## config.mk

```make
export PLATFORM = sky130hd
export DESIGN_NAME = prio_slot_pic
export DESIGN_NICKNAME = d
export VERILOG_FILES = /design/src/rtl/pic_pkg.sv /design/src/rtl/pic_slot_map.sv /design/src/rtl/pic_gather.sv /design/src/rtl/pic_prio_enc.sv /design/src/rtl/prio_slot_pic.sv
export SDC_FILE = /design/constraint.sdc
export NUM_CORES = 1
export LEC_CHECK = 0
export ABC_AREA = 1
export BUFFER_PORTS_ARGS = -buffer_cell sky130_fd_sc_hd__buf_2
export CORE_UTILIZATION = 50
export DETAILED_ROUTE_END_ITERATION = 6
export PLACE_DENSITY_LB_ADDON = 0.25
export SYNTH_ARGS = -nofsm -noshare
export SYNTH_HDL_FRONTEND = slang
export SYNTH_SLANG_ARGS = --single-unit
export TNS_END_PERCENT = 100
```

## constraint.sdc

```tcl
create_clock -name clk -period 9.2 [get_ports clk]
set_clock_uncertainty 0.15 [all_clocks]
set_input_delay 0.92 -clock clk [delete_from_list [all_inputs] [get_ports clk]]
set_output_delay 0.92 -clock clk [all_outputs]
set_load 0.005 [all_outputs]
```

## src/rtl/pic_pkg.sv

```systemverilog
package pic_pkg;
  localparam int LEVELS = 32;
  localparam int CODE_W = $clog2(LEVELS);
  localparam int NCH    = 4;
  localparam int CH_W   = $clog2(NCH);
  localparam int MAP_W  = NCH * CH_W;

  // one bit per code that has a source wired to it permanently
  localparam logic [LEVELS-1:0] FIXED_CODES = 32'h87F7_DEFE;

  // code occupied by relocatable slot s in the chosen layout
  function automatic logic [CODE_W-1:0] slot_code(input int s, input logic spread);
    logic [CODE_W-1:0] c;
    case (s)
      0:       c = 5'h1E;
      1:       c = spread ? 5'h13 : 5'h1D;
      2:       c = spread ? 5'h0D : 5'h1C;
      default: c = spread ? 5'h08 : 5'h1B;
    endcase
    return c;
  endfunction
endpackage

```

## src/rtl/pic_slot_map.sv

```systemverilog
module pic_slot_map
  import pic_pkg::*;
#(
  parameter int N_CH = NCH,
  parameter int C_W  = CH_W,
  localparam int M_W = N_CH * C_W
) (
  input  logic           clk,
  input  logic           rst,
  input  logic [M_W-1:0] map_in,
  output logic [M_W-1:0] map_eff,
  output logic           err
);
  logic [M_W-1:0] map_q;
  logic           dup;

  always_comb begin
    dup = 1'b0;
    for (int i = 0; i < N_CH; i++)
      for (int j = i + 1; j < N_CH; j++)
        if (map_in[i*C_W +: C_W] == map_in[j*C_W +: C_W]) dup = 1'b1;
  end

  assign map_eff = dup ? map_q : map_in;

  always_ff @(posedge clk) begin
    if (rst) begin
      for (int s = 0; s < N_CH; s++) map_q[s*C_W +: C_W] <= C_W'(s);
      err <= 1'b0;
    end else begin
      map_q <= map_eff;
      err   <= dup;
    end
  end

  // a refused mapping leaves the stored mapping unchanged
  p_hold_on_dup_r8: assert property (@(posedge clk) disable iff (rst)
    err |-> $stable(map_q));

  // each channel appears exactly once in the stored mapping
  generate
    for (genvar c = 0; c < N_CH; c++) begin : g_chk
      logic [N_CH-1:0] hit;
      for (genvar s = 0; s < N_CH; s++) begin : g_s
        assign hit[s] = (map_q[s*C_W +: C_W] == C_W'(c));
      end
      p_map_perm_r7: assert property (@(posedge clk) disable iff (rst)
        $countones(hit) == 1);
    end
  endgenerate
endmodule

```

## src/rtl/pic_gather.sv

```systemverilog
module pic_gather
  import pic_pkg::*;
#(
  parameter int N_LVL = LEVELS,
  parameter int N_CH  = NCH,
  parameter int C_W   = CH_W,
  localparam int M_W  = N_CH * C_W
) (
  input  logic             clk,
  input  logic             rst,
  input  logic [N_LVL-1:0] fix_pend,
  input  logic [N_LVL-1:0] fix_mask,
  input  logic [N_CH-1:0]  chan_pend,
  input  logic [N_CH-1:0]  chan_mask,
  input  logic [M_W-1:0]   map_eff,
  input  logic             spread,
  output logic [N_LVL-1:0] elig
);
  logic [N_LVL-1:0] slot_elig;

  always_comb begin
    slot_elig = '0;
    for (int s = 0; s < N_CH; s++) begin
      if (chan_pend[map_eff[s*C_W +: C_W]] && chan_mask[map_eff[s*C_W +: C_W]])
        slot_elig[slot_code(s, spread)] = 1'b1;
    end
  end

  assign elig = (fix_pend & fix_mask & FIXED_CODES) | slot_elig;

  // nothing sits in the grouped gap while spread
  p_spread_gap_r5: assert property (@(posedge clk) disable iff (rst)
    spread |-> (elig[29:27] == 3'b000));
  // the reserved bottom level is never eligible
  p_level0_r2: assert property (@(posedge clk) disable iff (rst)
    !elig[0]);
endmodule

```

## src/rtl/pic_prio_enc.sv

```systemverilog
module pic_prio_enc #(
  parameter int N   = 32,
  localparam int IW = $clog2(N)
) (
  input  logic [N-1:0]  req,
  output logic [IW-1:0] idx,
  output logic          any
);
  always_comb begin
    idx = '0;
    any = 1'b0;
    for (int k = 0; k < N; k++) begin
      if (req[k]) begin
        idx = IW'(k);
        any = 1'b1;
      end
    end
  end
endmodule

```

## src/rtl/prio_slot_pic.sv

```systemverilog
module prio_slot_pic
  import pic_pkg::*;
#(
  parameter int N_LVL = LEVELS,
  parameter int N_CH  = NCH,
  localparam int C_W  = $clog2(N_CH),
  localparam int V_W  = $clog2(N_LVL),
  localparam int M_W  = N_CH * C_W
) (
  input  logic             clk,
  input  logic             rst,
  input  logic             enable,
  input  logic             spread_mode,
  input  logic [M_W-1:0]   slot_map,
  input  logic [N_LVL-1:0] fix_req,
  input  logic [N_LVL-1:0] fix_mask,
  input  logic [N_CH-1:0]  chan_req,
  input  logic [N_CH-1:0]  chan_mask,
  input  logic             ack,
  output logic             irq,
  output logic [V_W-1:0]   vector,
  output logic [V_W-1:0]   in_service,
  output logic             map_err
);
  logic [N_LVL-1:0] fix_pend_q, fix_pend_d, fix_clr, elig;
  logic [N_CH-1:0]  chan_pend_q, chan_pend_d, chan_clr;
  logic [M_W-1:0]   map_eff;
  logic             mode_q, rep_is_ch_q, rep_is_ch_d, any, ack_go;
  logic [C_W-1:0]   rep_ch_q, rep_ch_d;
  logic [V_W-1:0]   win;

  assign ack_go = ack & irq;

  always_comb begin
    fix_clr  = '0;
    chan_clr = '0;
    if (ack_go) begin
      if (rep_is_ch_q) chan_clr[rep_ch_q] = 1'b1;
      else             fix_clr[vector]    = 1'b1;
    end
    fix_pend_d  = enable ? ((fix_pend_q & ~fix_clr) | (fix_req & FIXED_CODES)) : '0;
    chan_pend_d = enable ? ((chan_pend_q & ~chan_clr) | chan_req) : '0;
  end

  pic_slot_map #(.N_CH(N_CH), .C_W(C_W)) u_map (
    .clk(clk), .rst(rst), .map_in(slot_map), .map_eff(map_eff), .err(map_err)
  );

  pic_gather #(.N_LVL(N_LVL), .N_CH(N_CH), .C_W(C_W)) u_gather (
    .clk(clk), .rst(rst), .fix_pend(fix_pend_d), .fix_mask(fix_mask),
    .chan_pend(chan_pend_d), .chan_mask(chan_mask), .map_eff(map_eff),
    .spread(mode_q), .elig(elig)
  );

  pic_prio_enc #(.N(N_LVL)) u_enc (.req(elig), .idx(win), .any(any));

  // which channel, if any, stands behind the winning code
  always_comb begin
    rep_is_ch_d = 1'b0;
    rep_ch_d    = '0;
    for (int s = 0; s < N_CH; s++) begin
      if (slot_code(s, mode_q) == win) begin
        rep_is_ch_d = 1'b1;
        rep_ch_d    = map_eff[s*C_W +: C_W];
      end
    end
  end

  always_ff @(posedge clk) begin
    if (rst) begin
      fix_pend_q  <= '0;
      chan_pend_q <= '0;
      mode_q      <= 1'b0;
      irq         <= 1'b0;
      vector      <= '0;
      in_service  <= '0;
      rep_is_ch_q <= 1'b0;
      rep_ch_q    <= '0;
    end else begin
      fix_pend_q  <= fix_pend_d;
      chan_pend_q <= chan_pend_d;
      if (!enable) mode_q <= spread_mode;
      irq         <= enable & any;
      vector      <= (enable & any) ? win : '0;
      rep_is_ch_q <= rep_is_ch_d;
      rep_ch_q    <= rep_ch_d;
      if (ack_go) in_service <= vector;
    end
  end

  p_irq_code_r2: assert property (@(posedge clk) disable iff (rst)
    irq |-> (vector != '0));
  p_idle_zero_r2: assert property (@(posedge clk) disable iff (rst)
    !irq |-> (vector == '0));
  p_off_quiet_r6: assert property (@(posedge clk) disable iff (rst)
    !enable |=> !irq);
  p_mode_held_r6: assert property (@(posedge clk) disable iff (rst)
    enable |=> $stable(mode_q));
  p_ack_load_r9: assert property (@(posedge clk) disable iff (rst)
    (ack && irq) |=> (in_service == $past(vector)));
  p_ack_idle_r10: assert property (@(posedge clk) disable iff (rst)
    !(ack && irq) |=> $stable(in_service));
endmodule

```

==> results.json, run 1 <==
{
  "holdBufCountCts": 0,
  "overflow": 0,
  "start_util_pct": 52.7,
  "cp-start-kind": "primary input",
  "slew_headroom_pct": 31.7,
  "critPathCaptureType": "flip-flop",
  "r2r_slack_ns": 5.53,
  "status": "completed",
  "synthTopCellsByArea": "dfxtp_1 33%, nand2_1 22%, nor2_1 8.2%",
  "min_to": "in_service[0]",
  "seq_area_frac_synth_pct": 32.8,
  "clkLatencyLatePin_ns": 0.31,
  "drt_iter0_drc": 225,
  "cts_tree": "done",
  "critPathMaxFanout": 10,
  "dp_hpwl_um": 6600,
  "antenna_found_initial": 0,
  "holdPathStages": 2,
  "ant_nets": 0,
  "synthFlopType": "dfxtp_1",
  "powerDensity_nw_per_um2": 167,
  "reg2reg_depth": 36,
  "die-area_sq_um": 6670,
  "crit_top_cell": "nand2_1",
  "async_flop_share_pct": 0,
  "synth-seq-cells": 52,
  "yosys_warnings": 0,
  "path_class": "in -> reg",
  "gp_congestion": 0.954,
  "cpPeakStageDelay_ns": 0.32,
  "period_minus_slack_ns": 4.05,
  "numPortBuffers": 80,
  "cts_max_level": 2,
  "synth_top_area_share_pct": 32.8,
  "cp.arrival_ns": 4.11,
  "die-height_um": 81.7,
  "antenna_cells": 0,
  "r2r_end": "rep_ch_q[0]",
  "setup_tns_ns": 0,
  "r2r-start": "irq",
  "hold_viol": 0,
  "hold-worst-slack_ns": 0.323,
  "avgRoutedWirePerCell_um": 12.5,
  "chipWidth_um": 81.7,
  "cts_root_buf": "clkbuf_8",
  "grt_pass1_vias": 2971,
  "core_area_sq_um": 6030,
  "drv_slew": 0,
  "critPathRequiredTime_ns": 9.26,
  "synthesis.area_sq_um": 3180,
  "grtUsageTotal_pct": 27.0,
  "synth_edf_count": 0,
  "io_pins": 97,
  "clkSinkCount": 52,
  "finalCritPeriodShare_pct": 44.0,
  "min_from": "in_service[0]",
  "area_delta_synth_final_pct": 16.7,
  "avgSynthCellArea_sq_um": 6.11,
  "rsz0062_at_grt": "false",
  "grt_max_degree": 29,
  "drc": 0,
  "p_leak_nw": 2.00,
  "ys_types": 42,
  "utilization_pct": 61.5,
  "worst_pin_slew_ns": 1.02,
  "mostFrequentLayoutCells": "185 x nand2_1, 80 x buf_2, 69 x nor2_1",
  "path_clk_slew_ns": 0.09,
  "post_cts_resized": 0,
  "row_count": 28,
  "layout-drive-gt1-share_pct": 21.5,
  "worstHoldPathType": "reg -> reg",
  "clk_path_buf_depth": 2,
  "ir_drop_mv": 0.0935,
  "yosys.area.top_type": "dfxtp_1",
  "drt_wl_total_um": 8420,
  "vias": 3530,
  "syn_nets": 605,
  "slowest_stage": "nor2_1",
  "post_cts_buffers": 0,
  "fin_nets": 683,
  "fmax_ghz": 0.247,
  "cts_buffers": 5,
  "finalSetupViolations": 0,
  "grt_first_pass_wirelength_um": 13600,
  "drv_cap": 0,
  "post_drt_via_cell_ratio": 5.24,
  "layout_commonest_cell": "nand2_1",
  "syn-instance-count": 520,
  "drt_pass1_iterations": 6
}
==> cell families after synthesis <==
logic type,count (synthesis),share of synthesized area (%)
and+or+nand+nor,322,43.1
AOI/OAI and AO/OA,76,14.8
buffers and inverters,68,8.79
DFF,52,32.8
xor gates and xnor gates,2,0.552
==> metal layers <==
layer	routed length, um	global-route usage, %	part of all wire, %	vias up
li1	-	-	-	1806
met2	3800	42.8	45	142
met3	696	4.00	8.3	6
met4	76	5.96	0.90	0
met1	3850	38.4	46	1576
met5	0	0	0	-
==> per-stage QoR <==
step	total power (W)	std cells	worst slack, ns	instance area [sq um]
after detailed placement	0.000479	666	4.94	3610
final	0.000618	674	5.15	3710
after global placement	0.000474	666	4.98	3610
after CTS	0.000615	674	5.24	3710
after floorplan	0.000421	520	5.66	3180
after global routing	0.000661	674	4.60	3710
==> critical path: cells and delay by family <==
family                 cells  cell delay (ns)
and+or+nand+nor           34             2.72
buffers and inverters      2             0.37
AOI/OAI and AO/OA          1             0.09
==> registers in the layout, summed over array words and instances, names as in the netlist <==
name,flops
in_service,5
mode_q,1
irq,1
u_map.err,1
chan_pend_q,4
rep_ch_q,2
vector,5
u_map.map_q,8
fix_pend_q,24
rep_is_ch_q,1
==> Yosys cell counts (all sizes together), types with 2 or more instances <==
cell    count
nand3b      3
nand4       9
nor4        2
clkinv      2
o211ai      5
nor2       74
a21oi      38
o21ai      23
nor3        5
nand2     194
and3        2
nand3      32
clkbuf      6
a31oi       2
dfxtp      52
buf         3
inv        57
a21boi      2
o31ai       2
==> report_power, final <==
part | total, W | internal (W) | switching (W)
Combinational | 0.000216 | 0.0000770 | 0.000139
Sequential | 0.000260 | 0.000245 | 0.0000149
Clock | 0.000141 | 0.0000603 | 0.0000807
==> worst max-delay path by stage <==
stage	start	to	slack, ns	cells past startpoint
CTS	ack	rep_ch_q[0]	5.24	37
floorplan	slot_map[1]	rep_ch_q[0]	5.66	35
global placement	slot_map[0]	rep_ch_q[0]	4.98	35
detailed placement	ack	rep_ch_q[0]	4.94	37
finish	ack	rep_ch_q[0]	5.15	37
global route	ack	rep_ch_q[0]	4.60	37
==> final cells by class <==
class | count | area, sq um
fill | 598 | 2320
multi-input combinational | 400 | 1860
sequential | 52 | 1040
timing repair buffer | 80 | 400
inverter | 59 | 224
tap | 75 | 93.8
clock buffer | 6 | 82.6
clock inverter | 2 | 10.0
Power figures use the tool's default switching activity.
==> run 2, diff against run 1 <==
- CORE_UTILIZATION: 50 -> 47
- clock period: 9.2 -> 3.5 ns (I/O delays scaled with it)
==> results.json, run 2 (synthesized netlist as in run 1, its figures left out) <==
{
  "post_drt_via_cell_ratio": 5.12,
  "core_area_sq_um": 6420,
  "cts_tree": "done",
  "slew_headroom_pct": 30.6,
  "cts_max_level": 2,
  "powerDensity_nw_per_um2": 455,
  "ir_drop_mv": 0.197,
  "drv_slew": 0,
  "finalCritPeriodShare_pct": 93.9,
  "clkLatencyLatePin_ns": 0.31,
  "antenna_cells": 0,
  "cp-start-kind": "primary input",
  "row_count": 29,
  "violations": "DRC",
  "drv_cap": 0,
  "ant_nets": 0,
  "rsz0062_at_grt": "true",
  "status": "finished, violations left",
  "chipWidth_um": 84.2,
  "largest_register_ff_count": 24,
  "top_register": "fix_pend_q",
  "path_clk_slew_ns": 0.10,
  "drt_pass1_iterations": 7,
  "start_util_pct": 49.4,
  "cpPeakStageDelay_ns": 0.22,
  "die-area_sq_um": 7090,
  "drc": 15,
  "use_met1_pct": 36.3,
  "stdcell_count": 711,
  "critPathMaxFanout": 7,
  "worstHoldPathType": "in -> reg",
  "io_pins": 97,
  "crit_top_cell": "nand2_1",
  "finalSetupViolations": 0,
  "layout-drive-gt1-share_pct": 30.6,
  "avgRoutedWirePerCell_um": 12.6,
  "grt_first_pass_wirelength_um": 14600,
  "grtUsageTotal_pct": 25.7,
  "grt_use_met2_pct": 41.3,
  "dp_hpwl_um": 6840,
  "cts_buffers": 5,
  "crit_family": "simple AND/OR/NAND/NOR gates",
  "gp_congestion": 0.938,
  "use_met3_pct": 3.54,
  "area_delta_synth_final_pct": 30.4,
  "cp.buffers_inverters": 4,
  "clk_path_buf_depth": 2,
  "drt_iter0_drc": 193,
  "grt_most_used_layer": "met2",
  "fin_nets": 718,
  "critPathCaptureType": "flip-flop",
  "cp.arrival_ns": 3.35,
  "critPathRequiredTime_ns": 3.56,
  "period_minus_slack_ns": 3.29,
  "drt_wl_total_um": 8950,
  "placedCellCount": 701,
  "cts_root_buf": "clkbuf_8",
  "worst_pin_slew_ns": 1.04,
  "vias": 3643,
  "fmax_ghz": 0.304,
  "grt_max_degree": 29,
  "antenna_found_initial": 0,
  "layout_commonest_cell": "nand2_1",
  "clkSinkCount": 52,
  "p_leak_nw": 2.21,
  "dpl_cell_area_sq_um": 3860,
  "hold_viol": 0,
  "numPortBuffers": 80,
  "overflow": 0,
  "top_regs": "fix_pend_q x24, u_map.map_q x8",
  "stdcell_area_sq_um": 4140,
  "slowest_stage": "and3_1",
  "path_class": "in -> reg",
  "r2r_slack_ns": 0.23,
  "grt_pass1_vias": 3263,
  "die-height_um": 84.2,
  "holdBufCountCts": 0,
  "mostFrequentLayoutCells": "182 x nand2_1, 80 x buf_2, 62 x nor2_1"
}
==> run 2: worst min-delay path: cells and delay by family <==
family,cells,cell delay (ns)
buf+inv,1,0.07
simple gates,1,0.07
compound gates,1,0.04
==> run 2: path summary, 6_finish.rpt <==
kind                  from       endpoint  cells after the start
max            slot_map[0]    rep_ch_q[0]                     28
min             fix_req[7]  fix_pend_q[7]                      3
max reg2reg      vector[0]    rep_ch_q[0]                     22
min reg2reg  in_service[0]  in_service[0]                      2
==> run 2: timing repair <==
item / CTS / global route
setup buffers: 0 / 2
setup endpoints to repair: 0 / 4
resized for setup: 0 / 45
==> run 2: through the flow <==
| step | setup slack, ns | util (%) | hold slack (ns) | setup TNS (ns) | power, W |
|---|---|---|---|---|---|
| 6_report | 0.214 | 64.5 | 0.103 | 0 | 0.00189 |
| 5_1_grt | -0.104 | 64.5 | 0.102 | -0.267 | 0.00200 |
| 4_1_cts | 0.111 | 62.3 | 0.0942 | 0 | 0.00183 |
| 3_5_place_dp | -0.0964 | 60.2 | 0.304 | -0.223 | 0.00133 |
| 3_3_place_gp | -0.0229 | 60.2 | 0.296 | -0.0230 | 0.00132 |
| 2_1_floorplan | 0.534 | - | 0.290 | 0 | 0.00111 |
==> run 2: cell type report <==
type | instances | area, sq um
Inverter | 59 | 224
Multi-Input combinational cell | 400 | 1970
Tap cell | 77 | 96.3
Timing Repair Buffer | 115 | 663
Fill cell | 599 | 2280
Sequential cell | 52 | 1050
Clock inverter | 3 | 68.8
Clock buffer | 5 | 68.8
==> run 2: metal layers <==
layer | share of wire, % | vias to the layer above
li1 | - | 1881
met5 | 0 | -
met4 | 0.86 | 0
met2 | 45 | 121
met3 | 6.7 | 8
met1 | 47 | 1633
==> run 2: report_power, final <==
part           switching [W]  leakage [nW]  internal [W]
clock               0.000213        0.0687      0.000288
sequential         0.0000376         0.431      0.000649
combinational       0.000417          1.71      0.000281
total               0.000668          2.21       0.00122
